===== config.mk =====
export PLATFORM = sky130hd
export DESIGN_NAME = vlset_unit
export DESIGN_NICKNAME = d
export VERILOG_FILES = /design/src/rtl/vlset_pkg.sv /design/src/rtl/vlset_decode.sv /design/src/rtl/vlset_state.sv /design/src/rtl/vlset_unit.sv
export SDC_FILE = /design/constraint.sdc
export NUM_CORES = 1
export LEC_CHECK = 0
export BUFFER_PORTS_ARGS = -buffer_cell sky130_fd_sc_hd__buf_2
export CAP_MARGIN = 0
export CORE_MARGIN = 2
export CORE_UTILIZATION = 45
export DETAILED_ROUTE_END_ITERATION = 6
export PLACE_DENSITY = 0.8
export SYNTH_ARGS = -nofsm -noshare
export SYNTH_HDL_FRONTEND = slang
export SYNTH_HIERARCHICAL = 1
export SYNTH_SLANG_ARGS = --single-unit

===== constraint.sdc =====
create_clock -name clk -period 3.95 [get_ports clk]
set_clock_uncertainty 0.2 [all_clocks]
set_input_delay 0.1975 -clock clk [delete_from_list [all_inputs] [get_ports clk]]
set_output_delay 0.1975 -clock clk [all_outputs]
set_load 0.01 [all_outputs]

===== src/rtl/vlset_pkg.sv =====
package vlset_pkg;
  localparam int LEN_W = 6;
  localparam int IDX_W = 5;
  localparam int CTL_W = 12;
  localparam int RSV_W = 4;

  typedef struct packed {
    logic [RSV_W-1:0] rsvd;
    logic [1:0]       dsvoffs;
    logic [1:0]       subvl;
    logic [LEN_W-1:0] destoffs;
    logic [LEN_W-1:0] srcoffs;
    logic [LEN_W-1:0] vl;
    logic [LEN_W-1:0] maxvl;
  } vstate_t;

  function automatic logic [LEN_W-1:0] imm_len(input logic [IDX_W-1:0] imm);
    return {1'b0, imm} + LEN_W'(1);
  endfunction

  function automatic logic [LEN_W-1:0] min_len(input logic [LEN_W-1:0] a,
                                               input logic [LEN_W-1:0] b);
    return (a < b) ? a : b;
  endfunction
endpackage


===== src/rtl/vlset_decode.sv =====
module vlset_decode
  import vlset_pkg::*;
#(
  parameter int XLEN = 32
) (
  input  logic [CTL_W-1:0] field,
  input  logic [LEN_W-1:0] cur_vl,
  input  logic [LEN_W-1:0] cur_max,
  input  logic [XLEN-1:0]  src_val,
  output logic             is_nop,
  output logic             is_bad,
  output logic [LEN_W-1:0] new_vl,
  output logic [LEN_W-1:0] new_max,
  output logic [IDX_W-1:0] dest_idx,
  output logic [IDX_W-1:0] src_idx
);
  logic [IDX_W-1:0] imm;
  logic [LEN_W-1:0] src_len;
  logic             src_big;

  assign imm      = field[IDX_W:1];
  assign src_idx  = imm;
  assign dest_idx = field[CTL_W-2:IDX_W+1];
  assign src_big  = |src_val[XLEN-1:LEN_W];
  assign src_len  = src_big ? {LEN_W{1'b1}} : src_val[LEN_W-1:0];
  assign is_nop   = (field == '0);

  always_comb begin
    is_bad  = 1'b0;
    new_vl  = cur_vl;
    new_max = cur_max;
    unique case ({field[CTL_W-1], field[0]})
      2'b00: new_vl = min_len(imm_len(imm), cur_max);
      2'b01: begin
        is_bad = (imm == '0);
        new_vl = min_len(src_len, cur_max);
      end
      2'b10: begin
        new_max = imm_len(imm);
        new_vl  = imm_len(imm);
      end
      default: begin
        new_max = imm_len(imm);
        new_vl  = min_len(cur_vl, imm_len(imm));
      end
    endcase
  end
endmodule


===== src/rtl/vlset_state.sv =====
module vlset_state
  import vlset_pkg::*;
(
  input  logic             clk,
  input  logic             rst_n,
  input  logic             upd,
  input  logic [LEN_W-1:0] upd_vl,
  input  logic [LEN_W-1:0] upd_max,
  input  logic             wr,
  input  logic [31:0]      wr_data,
  output vstate_t          state_q
);
  vstate_t wr_word;

  always_comb begin
    wr_word      = vstate_t'(wr_data);
    wr_word.rsvd = '0;
  end

  always_ff @(posedge clk) begin
    if (!rst_n) begin
      state_q <= '0;
    end else if (wr) begin
      state_q <= wr_word;
    end else if (upd) begin
      state_q.vl       <= upd_vl;
      state_q.maxvl    <= upd_max;
      state_q.srcoffs  <= '0;
      state_q.destoffs <= '0;
    end
  end
endmodule


===== src/rtl/vlset_unit.sv =====
module vlset_unit
  import vlset_pkg::*;
#(
  parameter int XLEN = 32
) (
  input  logic             clk,
  input  logic             rst_n,
  input  logic             cmd_valid,
  input  logic [CTL_W-1:0] cmd_field,
  output logic [IDX_W-1:0] src_idx,
  input  logic [XLEN-1:0]  src_val,
  output logic             wb_valid,
  output logic [IDX_W-1:0] wb_idx,
  output logic [XLEN-1:0]  wb_data,
  output logic             cmd_illegal,
  input  logic             csr_we,
  input  logic [31:0]      csr_wdata,
  output logic [31:0]      csr_rdata,
  output logic             csr_illegal
);
  vstate_t          st;
  logic             dec_nop, dec_bad;
  logic [LEN_W-1:0] dec_vl, dec_max;
  logic [IDX_W-1:0] dest_idx;
  logic             cmd_take, cmd_upd, csr_bad, csr_ok;

  vlset_decode #(.XLEN(XLEN)) u_dec (
    .field(cmd_field), .cur_vl(st.vl), .cur_max(st.maxvl), .src_val(src_val),
    .is_nop(dec_nop), .is_bad(dec_bad), .new_vl(dec_vl), .new_max(dec_max),
    .dest_idx(dest_idx), .src_idx(src_idx)
  );

  assign cmd_take = cmd_valid && !csr_we;
  assign cmd_upd  = cmd_take && !dec_nop && !dec_bad;
  assign csr_bad  = csr_we && (|csr_wdata[31:32-RSV_W]);
  assign csr_ok   = csr_we && !csr_bad;

  vlset_state u_st (
    .clk(clk), .rst_n(rst_n), .upd(cmd_upd), .upd_vl(dec_vl), .upd_max(dec_max),
    .wr(csr_ok), .wr_data(csr_wdata), .state_q(st)
  );

  assign csr_rdata = 32'(st);

  always_ff @(posedge clk) begin
    if (!rst_n) begin
      wb_valid    <= 1'b0;
      wb_idx      <= '0;
      wb_data     <= '0;
      cmd_illegal <= 1'b0;
      csr_illegal <= 1'b0;
    end else begin
      wb_valid    <= cmd_upd && (dest_idx != '0);
      wb_idx      <= dest_idx;
      wb_data     <= XLEN'(dec_vl);
      cmd_illegal <= cmd_take && dec_bad;
      csr_illegal <= csr_bad;
    end
  end
endmodule


Word-level counts from Yosys, hierarchy flattened
Cells that the tools add are included.
{"block": "classes", "n_addsub": 1, "n_lt_le_gt_ge": 3, "eq_ne": 3, "mux": 9, "n_reduce_logical": 20}
{"cell": "2-to-1 mux 24 bit", "count": 2}
{"cell": "2-to-1 mux 6 bit", "count": 5}
{"cell": "OR reduction 26 bit", "count": 1}
{"cell": "< comparator 6 bit", "count": 3}
{"cell": "one-hot mux 6 bit (3 select lines)", "count": 1}
{"cell": "zero test 12 bit", "count": 1}
{"cell": "logical AND 1 bit", "count": 7}
{"cell": "adder 5 x 1 -> 6 bit, second input constant", "count": 1}
{"cell": "zero test 5 bit", "count": 1}
{"cell": "nonzero test 5 bit", "count": 1}
{"cell": "zero test 1 bit", "count": 4}
{"cell": "OR reduction 4 bit", "count": 1}
{"cell": "equality test 2 x 1 -> 1 bit, second input constant", "count": 1}
{"cell": "equality test 2 bit, second input constant", "count": 1}
{"cell": "zero test 2 bit", "count": 1}
{"cell": "!= test 2 x 1 -> 1 bit, second input constant", "count": 1}
{"cell": "AND reduction 2 bit", "count": 1}
{"cell": "nonzero test 2 bit", "count": 1}
{"cell": "OR reduction 2 bit", "count": 1}
{"cell": "2-to-1 mux 1 bit", "count": 1}
{"block": "word_totals", "reg_bits": 68, "out_inout_bits": 77, "elab_cells": 48}

Logic depth before layout (Yosys ltp)
Gate-level depths: netlist of run 1.
{"block": "logic_depth", "word_depth": 7, "ltp_mapped": 13}

Cells and area by module
Netlist of run 1, hierarchy kept.
{"mod": "vlset_state", "instances": 1, "cells_each": 124, "area_per_inst_um2": 1342.5, "seq_area_each_um2": 560.5}
{"mod": "vlset_decode", "instances": 1, "cells_each": 147, "area_per_inst_um2": 1042.2, "seq_area_each_um2": 0.0}
{"mod": "vlset_unit", "instances": 1, "cells_each": 61, "area_per_inst_um2": 614.3, "seq_area_each_um2": 280.3}

Worst setup path after synthesis of run 1
No wires, ideal clock.
{"block": "synth_timing", "path_kind": "input-to-reg", "start": "in src_val[21]", "end": "reg u_st/state_q[6] (netlist bit)", "setup_time_ps": 116, "arrival_ps": 2897, "required_ps": 3634, "path_slack_ps": 737, "cell_stages": 11, "path_cell_list": "or4_4 > nor3_1 > nand2b_1 > ha_1 > o2111ai_1 > o21ai_0 > a31oi_4 > or2_2 > a32o_1 > mux2_4 > o211a_1"}
{"block": "synth_between", "elab_chain_cells": 7}
{"element": "start: declaration", "line": "vlset_unit.sv:11", "rtl": "input logic [XLEN-1:0] src_val,"}
{"element": "OR reduction 26 bit *", "line": "vlset_decode.sv:24", "rtl": "assign src_big = |src_val[XLEN-1:LEN_W];"}
{"element": "2-to-1 mux 6 bit *", "line": "vlset_decode.sv:25", "rtl": "assign src_len = src_big ? {LEN_W{1'b1}} : src_val[LEN_W-1:0];"}
{"element": "< comparator 6 bit", "line": "vlset_pkg.sv:23", "rtl": "return (a < b) ? a : b;"}
{"element": "2-to-1 mux 6 bit *", "line": "vlset_pkg.sv:23"}
{"element": "one-hot mux 6 bit (3 select lines) *", "line": "vlset_decode.sv:32", "rtl": "unique case ({field[CTL_W-1], field[0]})"}
{"element": "via dec_vl[0]", "line": "vlset_unit.sv:23", "rtl": "logic [LEN_W-1:0] dec_vl, dec_max;"}
{"element": "2-to-1 mux 24 bit *", "line": "vlset_state.sv:25", "rtl": "end else if (upd) begin"}
{"element": "2-to-1 mux 24 bit *", "line": "vlset_state.sv:23", "rtl": "end else if (wr) begin"}
{"element": "end signal: assignment", "line": "vlset_state.sv:24", "rtl": "state_q <= wr_word;"}
{"element": "end: declaration", "line": "vlset_state.sv:11", "rtl": "output vstate_t state_q"}
The timed path passes the listed nets; every way through them passes the cells marked *. The select of a mux whose other input is x is not followed.
A chain may end at the register's enable or synchronous reset.

Worst setup path in the final report of run 1
{"block": "layout_timing", "start": "in src_val[8]", "end": "reg u_st/state_q[6] (netlist bit)"}
The elaborated chain is that of the path after synthesis.

==> out/results.txt, run 1 <==
TritonCTS Sinks = 42
Port Buffers = 126
Async SR Flop Fraction = 0%
run status = completed
Mapped Area = 3000 sq um
root buf cell = clkbuf_8
die span in x = 85.6 um
Synth Area per Inst = 9.03 sq um
Post-CTS Setup Bufs = 0
Core Box Area = 6390 sq um
Worst-Skew Late Latency = 0.30 ns
Clock Power Share = 29.6%
htree depth = 2
Boundary Pins = 157
via count = 2,808
Simple-Gate Fraction of Synth Area = 22.8%
Setup Crit Path Kind = input port to flop
crit-path max FO = 5
Initial Utilization = 47.0%
Crit. Startpoint = src_val[8]
CP endpoint kind = flop
Tightest Pin Transition = 0.645 ns
number of global-route vias before repair = 2,728
Post-synth EDFFs = 0
switch share = 30.2%
sequential element share of the synthesized area = 28.0%
combinational share of power = 27.0%
Hold WC Path Type = input port to flop
RSZ-0062 raised after global routing = false
crit path capture = u_st/state_q[6]$_SDFFE_PN0P_
FF-to-FF End = u_st/state_q[7]$_SDFFE_PN0P_
flop-to-flop setup slack = 1.05 ns
Period Utilization, post-route = 83.3%
Reg power frac = 43.4%
Critical Path RT = 3.95 ns
GP Congestion = 0.929
final wirelength = 8110 um
post-synthesis mux area share = 9.64%
internal power = 0.000729 W
final-stage net count = 567
VDD IR-drop max = 203 uV
diode count = 0
most common cell after layout, fill and taps aside = buf_2
TritonCTS clock tree = done
Slew Limit Headroom = 57.0%
Die ar. = 7330 sq um
PD cells = 272 nW/um^2
synth warn = 6
proportion of layout cells with a drive suffix above 1 = 35.5%
ANT nets after route = 0
fin cells = 548
post-synthesis adder-cell area fraction = 7.09%
global route overflow = 0
Peak Freq = 304 MHz
first-pass GRT wire length = 12,900 um
P_leak = 1.93 nW
initial antenna violation count = 0
Synth Area in Compound Gates = 16.4%
largest family of logic cells by synthesized area = simple AND/OR/NAND/NOR gates
Psw = 0.000316 W
r2r startpoint = u_st/state_q[3]$_SDFFE_PN0P_
CP startpoint kind = input port
# DRC = 0
Synth Instances = 332
hpwl dp = 5770 um
Slew Limit Fails = 0
Layout area overhead = 28.2%
largest net degree at the start of global routing = 53
most frequent cells in the layout = buf_2 (126), dfxtp_1 (42), conb_1 (30)
Synth Area in XOR/XNOR = 0.876%
Via density = 5.12
count of final setup violators = 0
clk slew on worst S/H paths = 0.09 ns
die height = 85.6 um
CP arrival = 3.29 ns
DR WL/cell = 14.8 um
num rows = 29
MaxCap Viol Count = 0
final setup TNS = 0 ns
final core utilization = 60.2%
Global Route Usage Sum = 21.8%
post-synth top area share = 28.0%
Initial DRT Pass Iterations = 4
hold_ws = 0.00391 ns
Num CTS Buffers = 5
DR iter-0 viols = 174
largest area contributor in the netlist = dfxtp_1
final hold violation count = 0
largest cells by area after synthesis = dfxtp_1 (28%), buf_4 (10%), ha_1 (7.1%)
Placed Cells = 515
Max clock buf depth = 2
Tmin final = 3.29 ns
number of synthesized register bits = 42
Top FF cell, synth = dfxtp_1
unique cell type count in the Yosys netlist = 58
R2R depth = 10
-- registers in the layout (all words and copies together), names as in the netlist --
name / count
wb_idx: 5
wb_data: 6
csr_illegal: 1
u_st/state_q: 28
wb_valid: 1
cmd_illegal: 1
-- per-layer routing --
metal | GRT usage [%] | vias up | part of all wire (%)
met5 | 0 | - | 0
met4 | 6.20 | 0 | 0.89
met3 | 3.56 | 7 | 6.6
met2 | 37.9 | 122 | 50
met1 | 27.9 | 1287 | 43
li1 | - | 1392 | -
-- Yosys cell counts, drive strengths merged (2+ instances only) --
cell type,instances
a21boi,13
o211a,12
nor2b,5
buf,48
and2,12
o221ai,2
mux2,15
a221oi,2
a22oi,4
nor4,11
clkbuf,7
o221a,3
a31oi,2
nand2b,17
a21oi,4
xnor2,2
nand2,23
nand3,5
or3,2
conb,2
or4,4
dfxtp,42
or3b,12
nor2,13
mux2i,9
ha,17
inv,15
o21ai,6
nor3,5
-- how the worst min path moves through the flow --
stage | from | end | slack (ns) | cells after the start
final | csr_wdata[3] | u_st/state_q[3]$_SDFFE_PN0P_ | 0.004 | 3
after global routing | csr_wdata[3] | u_st/state_q[3]$_SDFFE_PN0P_ | 0.0006 | 3
after CTS | csr_wdata[2] | u_st/state_q[2]$_SDFFE_PN0P_ | 0.002 | 3
after detailed placement | cmd_field[6] | wb_idx[0]$_SDFF_PN0_ | 0.23 | 2
after global placement | cmd_field[9] | wb_idx[3]$_SDFF_PN0_ | 0.23 | 2
after floorplan | csr_we | csr_illegal$_SDFF_PN0_ | 0.11 | 2
-- power groups by stage --
stage               Sequential [W]  Clock, W  Combinational, W
floorplan                 0.000470         0          0.000183
global placement          0.000463         0          0.000253
detailed placement        0.000463         0          0.000257
CTS                       0.000453  0.000319          0.000278
global route              0.000456  0.000329          0.000308
finish                    0.000454  0.000309          0.000282
-- critical path, cell delays in order --
cell and delay, ns:
buf_2 0.09, nor4_1 0.27, nand4_1 0.20, nor3_1 0.45
nand2b_1 0.15, ha_1 0.35, o2111ai_1 0.15, o21ai_0 0.33
a31oi_4 0.08, or2_2 0.28, a32o_1 0.27, mux2_4 0.26
o211a_1 0.20
-- per-stage QoR --
stage	instance area, sq um	setup WS (ns)	power [W]
6_report	3840	0.660	0.00104
5_1_grt	3840	0.467	0.00109
4_1_cts	3840	0.678	0.00105
3_5_place_dp	3500	0.357	0.000720
3_3_place_gp	3500	0.416	0.000716
2_1_floorplan	3100	0.737	0.000653
-- cell families after synthesis --
logic type,count (synthesis)
adders and majority gates,17
muxes,24
and+or+nand+nor,116
buffers and inverters,70
other,2
AOI/OAI and AO/OA,58
DFF,42
xor gates and xnor gates,3
-- final cells by class --
class	count	area, sq um
timing repair buffer	158	933
inverter	15	56.3
multi-input combinational	248	1820
clock buffer	7	86.3
clock inverter	1	8.76
sequential	42	841
fill	575	2540
tap	77	96.3
-- timing repair --
| action | in CTS | in global routing |
|---|---|---|
| setup endpoints to repair | 0 | 0 |
| resized for setup | 0 | 0 |
| hold buffers | 25 | 0 |
| hold endpoints to repair | 24 | 0 |
Power figures use the tool's default switching activity.
==> run 2: changes to the inputs <==
Settings changed: CORE_UTILIZATION 45 to 41, PLACE_DENSITY 0.8 to 0.77.
Clock period 3.95 ns to 2.8 ns, I/O delays scaled along.
==> run 2 against run 1 <==
Net effect: the flow now finishes with violations (negative setup slack); cell area grew 20%; total power increased by 50%; via count is 8.1% higher; die area up 9.3%; first-iteration DRC count down 30%; cell count up 14%; critical path type unchanged; critical endpoint is now u_st/state_q[11]$_SDFFE_PN0P_; largest cell class unchanged; highest routed layer unchanged.
==> out/results.txt, run 2 (synthesized netlist as in run 1, its figures left out) <==
max FFs per register = 28
Layout area overhead = 53.8%
most frequent cells in the layout = buf_2 (120), buf_4 (47), dfxtp_1 (42)
largest net degree at the start of global routing = 43
first-pass GRT wire length = 14,100 um
most common cell after layout, fill and taps aside = buf_2
Slew Limit Fails = 0
Critical Path RT = 2.80 ns
Setup Crit Path Kind = input port to flop
num rows = 31
TritonCTS Sinks = 42
Post-Place Cell Area = 3850 sq um
failing checks = negative setup slack
Slew Limit Headroom = 25.2%
TritonCTS clock tree = done
root buf cell = clkbuf_8
global route overflow = 0
Crit. Startpoint = src_val[30]
Final WS setup = -0.305 ns
GP Congestion = 0.841
CP endpoint kind = flop
final hold violation count = 0
Global Route Usage Sum = 22.8%
Port Buffers = 126
VDD IR-drop max = 229 uV
Num CTS Buffers = 5
Boundary Pins = 157
Via density = 4.86
Period Utilization, post-route = 111%
Core Box Area = 7180 sq um
diode count = 0
Worst-Skew Late Latency = 0.31 ns
fin area = 4610 sq um
total power = 0.00157 W
Max clock buf depth = 2
initial antenna violation count = 0
Largest regs = u_st/state_q (28), wb_data (6), wb_idx (5)
via count = 3,036
flip-flop and latch area = 841 sq um
RSZ-0062 raised after global routing = true
die height = 89.5 um
Multi-input gate area = 2070 sq um
final-stage net count = 622
final core utilization = 64.3%
htree depth = 2
hpwl dp = 6610 um
Die ar. = 8010 sq um
Largest Register = u_st/state_q
CP startpoint kind = input port
Tmin final = 3.10 ns
worst hold start = csr_wdata[6]
proportion of layout cells with a drive suffix above 1 = 45.2%
final wirelength = 9520 um
MaxCap Viol Count = 0
clk slew on worst S/H paths = 0.10 ns
CP arrival = 3.10 ns
count of final setup violators = 8
r2r startpoint = u_st/state_q[8]$_SDFFE_PN0P_
P_leak = 2.28 nW
Tightest Pin Transition = 1.12 ns
fill count = 589
DR WL/cell = 15.2 um
Initial DRT Pass Iterations = 4
ANT nets after route = 0
number of global-route vias before repair = 2,996
crit-path max FO = 5
DP Worst Slack = -0.649 ns
hold_ws = 0.0277 ns
die span in x = 89.5 um
run status = complete, but fails checks
DR iter-0 viols = 122
Hold WC Path Type = input port to flop
Initial Utilization = 41.8%
PD cells = 341 nW/um^2
# DRC = 0
Peak Freq = 322 MHz
## run 2: cell types whose count changed in the layout (fill, tap and decap cells not counted), moves of 3 or more
cell	previous run	this run
nor4_1	11	4
buf_2	126	120
nand2_1	23	20
buf_4	7	47
nor4_4	0	5
ha_1	17	14
nand2_2	0	3
buf_6	0	9
dlygate4sd3_1	25	37
## run 2: metal layers
layer,vias to the layer above,track usage [%],wire [um]
li1,1490,-,-
met2,118,40.2,4860
met5,-,0,0
met3,23,4.16,573
met1,1405,27.3,3800
met4,0,9.23,277
## run 2: worst paths after layout
path,to,slack (ns),depth (start not counted)
worst min register to register,u_st/state_q[24]$_SDFFE_PN0P_,0.33,2
worst max-delay path,u_st/state_q[11]$_SDFFE_PN0P_,-0.30,16
worst min-delay path,u_st/state_q[6]$_SDFFE_PN0P_,0.03,3
worst max register to register,u_st/state_q[8]$_SDFFE_PN0P_,0,9
## run 2: per-stage QoR
stage / setup TNS, ns / std cells
final: -1.63 / 625
after floorplan: -1.14 / 360
after CTS: -0.784 / 622
after global routing: -3.00 / 625
after detailed placement: -7.57 / 574
after global placement: -6.11 / 574
## run 2: power breakdown
group | switching (W) | internal [W]
registers | 0.0000141 | 0.000623
logic | 0.000240 | 0.000275
clock network | 0.000242 | 0.000179
## run 2: worst max-delay path, cell delays in order
cell     delay, ns
buf_6         0.10
nor4_4        0.29
nand4_1       0.15
buf_6         0.16
nor4_4        0.28
inv_2         0.08
ha_4          0.25
a21o_1        0.16
a21oi_2       0.22
nand2_2       0.11
a31oi_4       0.28
buf_6         0.14
mux2i_1       0.17
o21ai_1       0.10
mux2_4        0.26
o211a_1       0.20
## run 2: layout make-up
class / count / share of cell area, %
tap: 99 / 2.69
clock inverter: 3 / 0.515
timing repair buffer: 213 / 30.9
multi-input combinational: 248 / 45.0
clock buffer: 5 / 1.49
inverter: 15 / 1.22
sequential: 42 / 18.2
## run 2: repair_timing
item	in CTS	in global routing
buffers inserted	3	3
pin swaps	10	14
setup endpoints to repair	10	15
hold buffers	37	0
hold endpoints to repair	35	0
gates resized for setup	28	16
==> run 3: changes to the inputs <==
Settings changed: CORE_UTILIZATION 41 to 35, PLACE_DENSITY 0.77 to 0.67.
==> run 3 against run 2 <==
Net effect: the run still ends with negative setup slack left; total power up 5.3%; flip-flop and latch count unchanged; utilization fell by 7.4 points; register-to-register slack got worse by 0.10 ns; global-route usage fell by 2.7 points; combinational power grew 4%; routed wire length grew 2.4%; cell count grew 1.6%; non-clock buffer count grew 4; maximum frequency is 1.4% higher; clock-buffer cell count grew 1; critical path depth is 2 lower; largest cell class unchanged.
==> out/results.txt, run 3 (synthesized netlist as in run 1, its figures left out) <==
CP endpoint kind = flop
P_leak = 2.31 nW
Critical Path RT = 2.80 ns
Die ar. = 9330 sq um
Peak Freq = 326 MHz
final wirelength = 9740 um
count of final setup violators = 6
Final WS setup = -0.263 ns
max FFs per register = 28
CP max-delay cell = or4_4
run status = complete, but fails checks
ANT nets after route = 0
most frequent cells in the layout = buf_2 (121), buf_4 (54), dfxtp_1 (42)
Tightest Pin Transition = 0.882 ns
VDD IR-drop max = 209 uV
htree depth = 2
Largest regs = u_st/state_q (28), wb_data (6), wb_idx (5)
die height = 96.6 um
Hold WC Path Type = input port to flop
Slew Limit Headroom = 41.0%
Multi-input gate area = 2110 sq um
Slew Limit Fails = 0
Largest Register = u_st/state_q
Initial DRT Pass Iterations = 4
DR WL/cell = 15.3 um
proportion of layout cells with a drive suffix above 1 = 47.2%
Port Buffers = 126
Initial Utilization = 36.3%
via count = 3,076
global route overflow = 0
# DRC = 0
flip-flop and latch area = 841 sq um
failing checks = negative setup slack
Period Utilization, post-route = 109%
first-pass GRT wire length = 14,400 um
Worst-Skew Late Latency = 0.29 ns
DR iter-0 viols = 159
fin cells = 635
diode count = 0
final-stage net count = 626
most common cell after layout, fill and taps aside = buf_2
clk slew on worst S/H paths = 0.09 ns
slowest stage delay, CP = 0.60 ns
Global Route Usage Sum = 20.1%
CP startpoint kind = input port
Layout area overhead = 56.5%
hpwl dp = 6840 um
number of global-route vias before repair = 2,925
crit-path max FO = 5
die span in x = 96.6 um
TritonCTS Sinks = 42
Core Box Area = 8260 sq um
Post-Place Cell Area = 3870 sq um
num rows = 33
DP Worst Slack = -0.725 ns
final hold violation count = 0
root buf cell = clkbuf_8
Boundary Pins = 157
MaxCap Viol Count = 0
Tmin final = 3.06 ns
Num CTS Buffers = 5
RSZ-0062 raised after global routing = true
fill count = 722
CP arrival = 3.06 ns
Via density = 4.84
largest net degree at the start of global routing = 43
Max clock buf depth = 2
final setup TNS = -1.38 ns
Setup Crit Path Kind = input port to flop
initial antenna violation count = 0
Placed Cells = 581
crit path cell chain = buf_2 > or4_4 > nor3_4 > nand2b_1 > ha_4 > a21o_1 > a21oi_2 > nand2_2 > a31oi_4 > buf_6 > mux2i_1 > o21ai_1 > mux2_4 > o211a_1
TritonCTS clock tree = done
fin area = 4690 sq um
GP Congestion = 0.927
PD cells = 352 nW/um^2
[run 3: cell types whose count changed in the layout (fill, tap and decap cells not counted), moves of 2 or more]
cell	delta
buf_4	+7
ha_4	+4
dlygate4sd3_1	-3
ha_1	-3
inv_1	-2
inv_2	+2
nor4_1	+2
[run 3: worst max-delay path, delay by kind of cell]
family | cells | cell delay, ns
mux | 2 | 0.46
fa+ha+maj | 1 | 0.18
compound gates | 5 | 0.93
simple gates | 4 | 1.12
buf+inv | 2 | 0.24
[run 3: final timing paths]
path | endpoint | start | slack [ns] | depth (start not counted)
min | u_st/state_q[0]$_SDFFE_PN0P_ | csr_wdata[0] | 0.04 | 3
min reg2reg | u_st/state_q[25]$_SDFFE_PN0P_ | u_st/state_q[25]$_SDFFE_PN0P_ | 0.31 | 2
max | u_st/state_q[11]$_SDFFE_PN0P_ | src_val[22] | -0.26 | 14
max reg2reg | u_st/state_q[8]$_SDFFE_PN0P_ | u_st/state_q[8]$_SDFFE_PN0P_ | -0.10 | 9
[run 3: stage by stage]
step | power, W | utilization (%) | hold WS, ns
after global routing | 0.00173 | 56.8 | 0.0693
after global placement | 0.00107 | 46.8 | 0.170
final | 0.00165 | 56.8 | 0.0445
after floorplan | 0.000927 | - | 0.0538
after CTS | 0.00164 | 55.1 | 0.0193
after detailed placement | 0.00107 | 46.8 | 0.180
[run 3: area by class of cell]
type                            instances  area share (%)
Sequential cell                        42            17.9
Timing Repair Buffer                  217            30.7
Clock inverter                          2           0.800
Clock buffer                            6            1.55
Inverter                               15            1.20
Tap cell                              105            2.80
Multi-Input combinational cell        248            45.0
[run 3: power by group]
part | internal [W] | switching, W
registers | 0.000623 | 0.0000147
clock network | 0.000266 | 0.000217
logic | 0.000284 | 0.000250
total | 0.00117 | 0.000482
[run 3: metal layers]
layer | up-vias | track usage (%) | share of wire (%)
met1 | 1435 | 25.5 | 43
met4 | 0 | 5.75 | 1.8
li1 | 1506 | - | -
met3 | 14 | 3.96 | 6.6
met2 | 121 | 34.7 | 49
met5 | - | 0 | 0
[run 3: repair_timing]
action	in CTS	in global routing
resized for setup	22	28
endpoints found under the setup margin	12	11
hold buffers	34	0
hold endpoints to repair	34	0
setup buffers	9	3
pin swaps	15	15
